**config.mk**
```make
export PLATFORM = sky130hd
export DESIGN_NAME = halfword_bp_unit
export DESIGN_NICKNAME = d
export VERILOG_FILES = /design/src/rtl/hbp_pkg.sv /design/src/rtl/hbp_global_ctl.sv /design/src/rtl/hbp_slot.sv /design/src/rtl/hbp_hit_pick.sv /design/src/rtl/halfword_bp_unit.sv
export SDC_FILE = /design/constraint.sdc
export NUM_CORES = 1
export LEC_CHECK = 0
export ABC_CLOCK_PERIOD_IN_PS = 4300
export BUFFER_PORTS_ARGS = -buffer_cell sky130_fd_sc_hd__buf_2
export CAP_MARGIN = 20
export CORE_UTILIZATION = 41
export CTS_CLUSTER_SIZE = 25
export DETAILED_ROUTE_END_ITERATION = 12
export GPL_TIMING_DRIVEN = 0
export PLACE_DENSITY = 0.72
export SETUP_SLACK_MARGIN = 0.3
export SYNTH_ARGS = -nofsm -noshare
export SYNTH_HDL_FRONTEND = slang
export SYNTH_SLANG_ARGS = --single-unit
export TNS_END_PERCENT = 30
```
**constraint.sdc**
```tcl
create_clock -name clk -period 4.3 [get_ports clk]
set_input_delay 0 -clock clk [delete_from_list [all_inputs] [get_ports clk]]
set_output_delay 0 -clock clk [all_outputs]
set_load 0.03 [all_outputs]
```
**src/rtl/hbp_pkg.sv**
```systemverilog
package hbp_pkg;

    localparam int CMP_WORD_W   = 27;  // compare address bits [28:2]
    localparam int CTRL_WORD_IX = 0;   // control at byte offset 0x0
    localparam int SLOT_WORD_IX = 2;   // first slot at byte offset 0x8

    typedef enum logic [1:0] {
        HW_NONE  = 2'b00,
        HW_LOWER = 2'b01,
        HW_UPPER = 2'b10,
        HW_BOTH  = 2'b11
    } hw_sel_e;

    typedef struct packed {
        hw_sel_e                 sel;
        logic [CMP_WORD_W-1:0]   word;
        logic                    en;
    } slot_cfg_t;

endpackage

```
**src/rtl/hbp_global_ctl.sv**
```systemverilog
module hbp_global_ctl #(
    parameter int NUM_CMP = 4
) (
    input  logic        clk,
    input  logic        rst_n,
    input  logic        wr_en,
    input  logic [31:0] wdata,
    output logic        glob_en,
    output logic [31:0] rdata
);
    localparam logic [3:0] CNT_FIELD = NUM_CMP[3:0];

    logic unused_wbits;
    assign unused_wbits = ^{wdata[31:2]};

    always_ff @(posedge clk or negedge rst_n) begin
        if (!rst_n) begin
            glob_en <= 1'b0;
        end else if (wr_en && wdata[1]) begin
            glob_en <= wdata[0];
        end
    end

    assign rdata = {24'b0, CNT_FIELD, 2'b00, 1'b0, glob_en};

endmodule

```
**src/rtl/hbp_slot.sv**
```systemverilog
module hbp_slot
    import hbp_pkg::*;
(
    input  logic        clk,
    input  logic        rst_n,
    input  logic        wr_en,
    input  logic [31:0] wdata,
    input  logic        glob_en,
    input  logic [31:0] fetch_addr,
    output logic [31:0] rdata,
    output logic        match
);
    slot_cfg_t cfg;
    logic      half_ok;
    logic      unused_bits;

    assign unused_bits = ^{wdata[29], wdata[1], fetch_addr[0]};

    always_ff @(posedge clk or negedge rst_n) begin
        if (!rst_n) begin
            cfg <= '0;
        end else if (wr_en) begin
            cfg.sel  <= hw_sel_e'(wdata[31:30]);
            cfg.word <= wdata[28:2];
            cfg.en   <= wdata[0];
        end
    end

    assign rdata = {cfg.sel, 1'b0, cfg.word, 1'b0, cfg.en};

    always_comb begin
        unique case (cfg.sel)
            HW_LOWER: half_ok = ~fetch_addr[1];
            HW_UPPER: half_ok =  fetch_addr[1];
            HW_BOTH:  half_ok = 1'b1;
            default:  half_ok = 1'b0;
        endcase
    end

    assign match = glob_en && cfg.en && (fetch_addr[31:29] == 3'b000)
                   && (fetch_addr[28:2] == cfg.word) && half_ok;

endmodule

```
**src/rtl/hbp_hit_pick.sv**
```systemverilog
module hbp_hit_pick #(
    parameter int NUM_CMP = 4
) (
    input  logic               clk,
    input  logic               rst_n,
    input  logic [NUM_CMP-1:0] match,
    output logic               hit,
    output logic [NUM_CMP-1:0] hit_vec
);
    logic [NUM_CMP-1:0] lowest;

    // isolate the lowest set bit
    assign lowest = match & (~match + NUM_CMP'(1));

    always_ff @(posedge clk or negedge rst_n) begin
        if (!rst_n) begin
            hit     <= 1'b0;
            hit_vec <= '0;
        end else begin
            hit     <= |match;
            hit_vec <= lowest;
        end
    end

endmodule

```
**src/rtl/halfword_bp_unit.sv**
```systemverilog
module halfword_bp_unit
    import hbp_pkg::*;
#(
    parameter int NUM_CMP = 4,
    parameter int ADDR_W  = 8
) (
    input  logic               clk,
    input  logic               rst_n,
    input  logic               cfg_wr_en,
    input  logic [ADDR_W-1:0]  cfg_addr,
    input  logic [31:0]        cfg_wdata,
    output logic [31:0]        cfg_rdata,
    input  logic [31:0]        fetch_addr,
    output logic               bp_hit,
    output logic [NUM_CMP-1:0] bp_hit_vec
);
    localparam int WIX_W = ADDR_W - 2;

    logic [WIX_W-1:0]   word_ix;
    logic               ctrl_sel;
    logic               glob_en;
    logic [31:0]        ctrl_rdata;
    logic [NUM_CMP-1:0] slot_sel;
    logic [NUM_CMP-1:0] slot_match;
    logic [31:0]        slot_rdata [NUM_CMP];
    logic               unused_low;

    assign unused_low = ^{cfg_addr[1:0]};
    assign word_ix    = cfg_addr[ADDR_W-1:2];
    assign ctrl_sel   = (word_ix == WIX_W'(CTRL_WORD_IX));

    hbp_global_ctl #(.NUM_CMP(NUM_CMP)) u_ctl (
        .clk     (clk),
        .rst_n   (rst_n),
        .wr_en   (cfg_wr_en && ctrl_sel),
        .wdata   (cfg_wdata),
        .glob_en (glob_en),
        .rdata   (ctrl_rdata)
    );

    for (genvar k = 0; k < NUM_CMP; k++) begin : g_slot
        assign slot_sel[k] = (word_ix == WIX_W'(SLOT_WORD_IX + k));

        hbp_slot u_slot (
            .clk        (clk),
            .rst_n      (rst_n),
            .wr_en      (cfg_wr_en && slot_sel[k]),
            .wdata      (cfg_wdata),
            .glob_en    (glob_en),
            .fetch_addr (fetch_addr),
            .rdata      (slot_rdata[k]),
            .match      (slot_match[k])
        );
    end

    always_comb begin
        cfg_rdata = ctrl_sel ? ctrl_rdata : 32'h0;
        for (int k = 0; k < NUM_CMP; k++) begin
            if (slot_sel[k]) cfg_rdata = cfg_rdata | slot_rdata[k];
        end
    end

    hbp_hit_pick #(.NUM_CMP(NUM_CMP)) u_pick (
        .clk     (clk),
        .rst_n   (rst_n),
        .match   (slot_match),
        .hit     (bp_hit),
        .hit_vec (bp_hit_vec)
    );

endmodule

```
==> summary.md <==
| Metric | Value |
|---|---|
| Outcome | `complete, no violations` |
| Maximum vdd ir drop | `0.290 mV` |
| WL per Instance | `22.1 um` |
| Row Count | `46` |
| Async S/R FF share, synth | `100%` |
| Avg Cell Area, Syn | `12.5 um2` |
| GRT Resource Usage Total | `25.5%` |
| CTS tree | `done` |
| Layout fillers | `1374` |
| Final cell count without fillers | `926` |
| 1st-iter DRT viols | `448` |
| CP Data Required Time | `4580 ps` |
| TritonCTS buffer count | `17` |
| Setup crit start kind | `flip-flop` |
| Core area | `16100 um2` |
| Die ar. | `17200 um2` |
| Headroom to the max-slew limit | `37.2%` |
| Largest net degree at the start of global routing | `97` |
| Fmax | `0.416 GHz` |
| Worst-Margin Slew | `942 ps` |
| Total of max-cap violations | `0` |
| Share of layout cells above drive strength 1 | `36.6%` |
| Pre-antenna DRT Iters | `5` |
| Max FO, Critical Path | `4` |
| Final Critical Period | `2400 ps` |
| Synth area leaders | `dfrtp_1 (46%), mux2_2 (20%), mux2i_1 (9.2%)` |
| Unrepaired setup endpoints after global routing | `no` |
| Via density | `5.56` |
| Top FF cell, synth | `dfrtp_1` |
| Post-DP HPWL | `14.8 mm` |
| Commonest non-fill, non-tap cells in the layout | `dfrtp_1 (126), mux2_2 (121), buf_2 (101), xor2_1 (65), mux2i_1 (63)` |
| Total wire length | `20.5 mm` |
| First-pass GRT wire length | `31.4 mm` |
| Post-synthesis sequential area ratio | `46.2%` |
| Synth warn | `0` |
| Worst Hold Class | `input port to asynchronous set/reset pin` |
| DRC viols | `0` |
| Port Buffers | `102` |
| Area delta synth->final | `25.3%` |
| PostCTS Resize Cnt | `0` |
| CTS Buffer Depth | `2` |
| Setup TNS | `0 ps` |
| Setup Skew | `6.44 ps` |
| Root Buffer | `clkbuf_16` |
| WP data arrival | `2680 ps` |
| # IOs | `112` |
| Final period util | `55.9%` |
| Final setup fails | `0` |
| Worst skew pair latency | `420 ps` |
| Final #Nets | `775` |
| GR Overflow Total | `0` |
| Top cell type's share of synthesized area | `46.2%` |
| Largest area contributor in the netlist | `dfrtp_1` |
| H-tree Lvls | `4` |
| Cells after synthesis | `545` |
| Starting density of the core | `42.5%` |
| CTS sink count | `126` |
| Antenna Cells | `0` |
| Yosys cell types | `29` |
| WS Path Type | `flip-flop to flip-flop` |
| Post-synth EDFFs | `0` |
| Final hold violations | `0` |
| Leakage Power | `0.00416 uW` |
| Flip-flop and latch area | `3150 um2` |
| Clk pin slew, worst setup/hold paths | `60 ps` |
| Pins Over Slew Limit | `0` |
| Syn Std Cell Area | `6830 um2` |
| Commonest non-fill, non-tap cell in the layout | `dfrtp_1` |
| Routed Antenna Nets | `0` |
| Die width | `131 um` |
| Antenna violations before repair | `0` |
| Die H | `131 um` |
| Postcts setup bufs | `0` |
| Pwr/cell area | `415 nW/um2` |
| Cell total after placement | `865` |
| Vias | `5145` |
| Area of the multi-input gates | `3560 um2` |
| Register bit count reported by yosys | `126` |
| Placer Congestion | `0.917` |
| Critical path endpoint category | `flip-flop` |
| Number of global-route vias before repair | `5441` |
flip-flops by register name, summed over array words and instances (netlist names):
name and flops:
u_pick.hit_vec 4, g_slot.u_slot.rdata 120, u_ctl.glob_en 1, u_pick.hit 1
power by group:
part           leakage [uW]  internal, uW  total (uW)  switching (uW)
Combinational       0.00219           309         623             314
Clock              0.000293           932        1450             519
Sequential          0.00168          1340        1480             143
synth_stat cells, types with 2 or more instances:
cell and instances:
nor2_1 7, nor4_1 19, dfrtp_1 126, mux2_2 121, buf_1 7, nand2_1 5
nand3_1 3, nand4_1 15, xor2_1 65, buf_4 2, nor3_1 4, o21ai_0 2
nand4b_1 2, clkbuf_1 21, mux2i_1 63, o22ai_1 28, xnor2_1 43
per-layer routing:
| metal | global-route usage (%) | wire [um] | vias up |
|---|---|---|---|
| met5 | 0 | 0 | - |
| met4 | 8.59 | 408 | 0 |
| met3 | 5.48 | 1430 | 28 |
| met2 | 41.3 | 9610 | 219 |
| met1 | 34.0 | 9040 | 2602 |
| li1 | - | - | 2296 |
worst max-delay path, cell delays in order, from the launching register on:
cell and delay, ps:
dfrtp_1 370, or4b_4 520, nor3_1 270, nand4_1 130, or4_4 570, a2111oi_2 390
path summary, 6_finish.rpt:
| kind | from | to | slack [ps] | cells past startpoint |
|---|---|---|---|---|
| worst min register to register | g_slot[2].u_slot.rdata[30] | g_slot[2].u_slot.rdata[30] | 540 | 1 |
| worst max-delay path | u_ctl.glob_en | u_pick.hit_vec[3] | 1900 | 5 |
| worst min-delay path | rst_n | g_slot[3].u_slot.rdata[15] | 20 | 2 |
| max in group asynchronous | rst_n | g_slot[2].u_slot.rdata[7] | 3500 | 3 |
| worst max register to register | u_ctl.glob_en | u_pick.hit_vec[3] | 1900 | 5 |
| min in group clk | fetch_addr[25] | u_pick.hit_vec[0] | 100 | 4 |
metrics by stage:
step	hold WS (ps)	power, uW	util [%]	instance area [um2]	worst slack, ps
finish	22.8	3560	53.3	8560	1900
global route	66.9	3680	53.3	8560	1830
CTS	30.7	3560	53.3	8560	1920
detailed placement	-101	2080	47.6	7650	1940
global placement	272	2050	47.4	7610	1690
floorplan	-296	1840	-	6830	2300
final cells by class:
cell class | count | share of cell area [%]
multi-input combinational | 390 | 41.6
sequential | 126 | 36.8
timing repair buffer | 135 | 10.1
clock buffer | 23 | 5.93
tap | 216 | 3.16
buffer | 30 | 1.40
clock inverter | 6 | 0.965
cell families (layout without fill, tap and decap cells):
logic type | count (synthesis) | after routing | share of synthesized area (%)
xor gates and xnor gates | 108 | 108 | 13.8
AOI/OAI and AO/OA | 32 | 32 | 3.00
and+or+nand+nor | 63 | 63 | 5.83
muxes | 185 | 185 | 29.3
other | 1 | 2 | 0.0549
DFF | 126 | 126 | 46.2
buffers and inverters | 30 | 194 | 1.76
what timing repair did:
action	4_1_cts	5_1_grt
hold buffers	32	0
endpoints found under the hold margin	247	0
setup endpoints to repair	0	0
(Power assumes the default switching activity.)
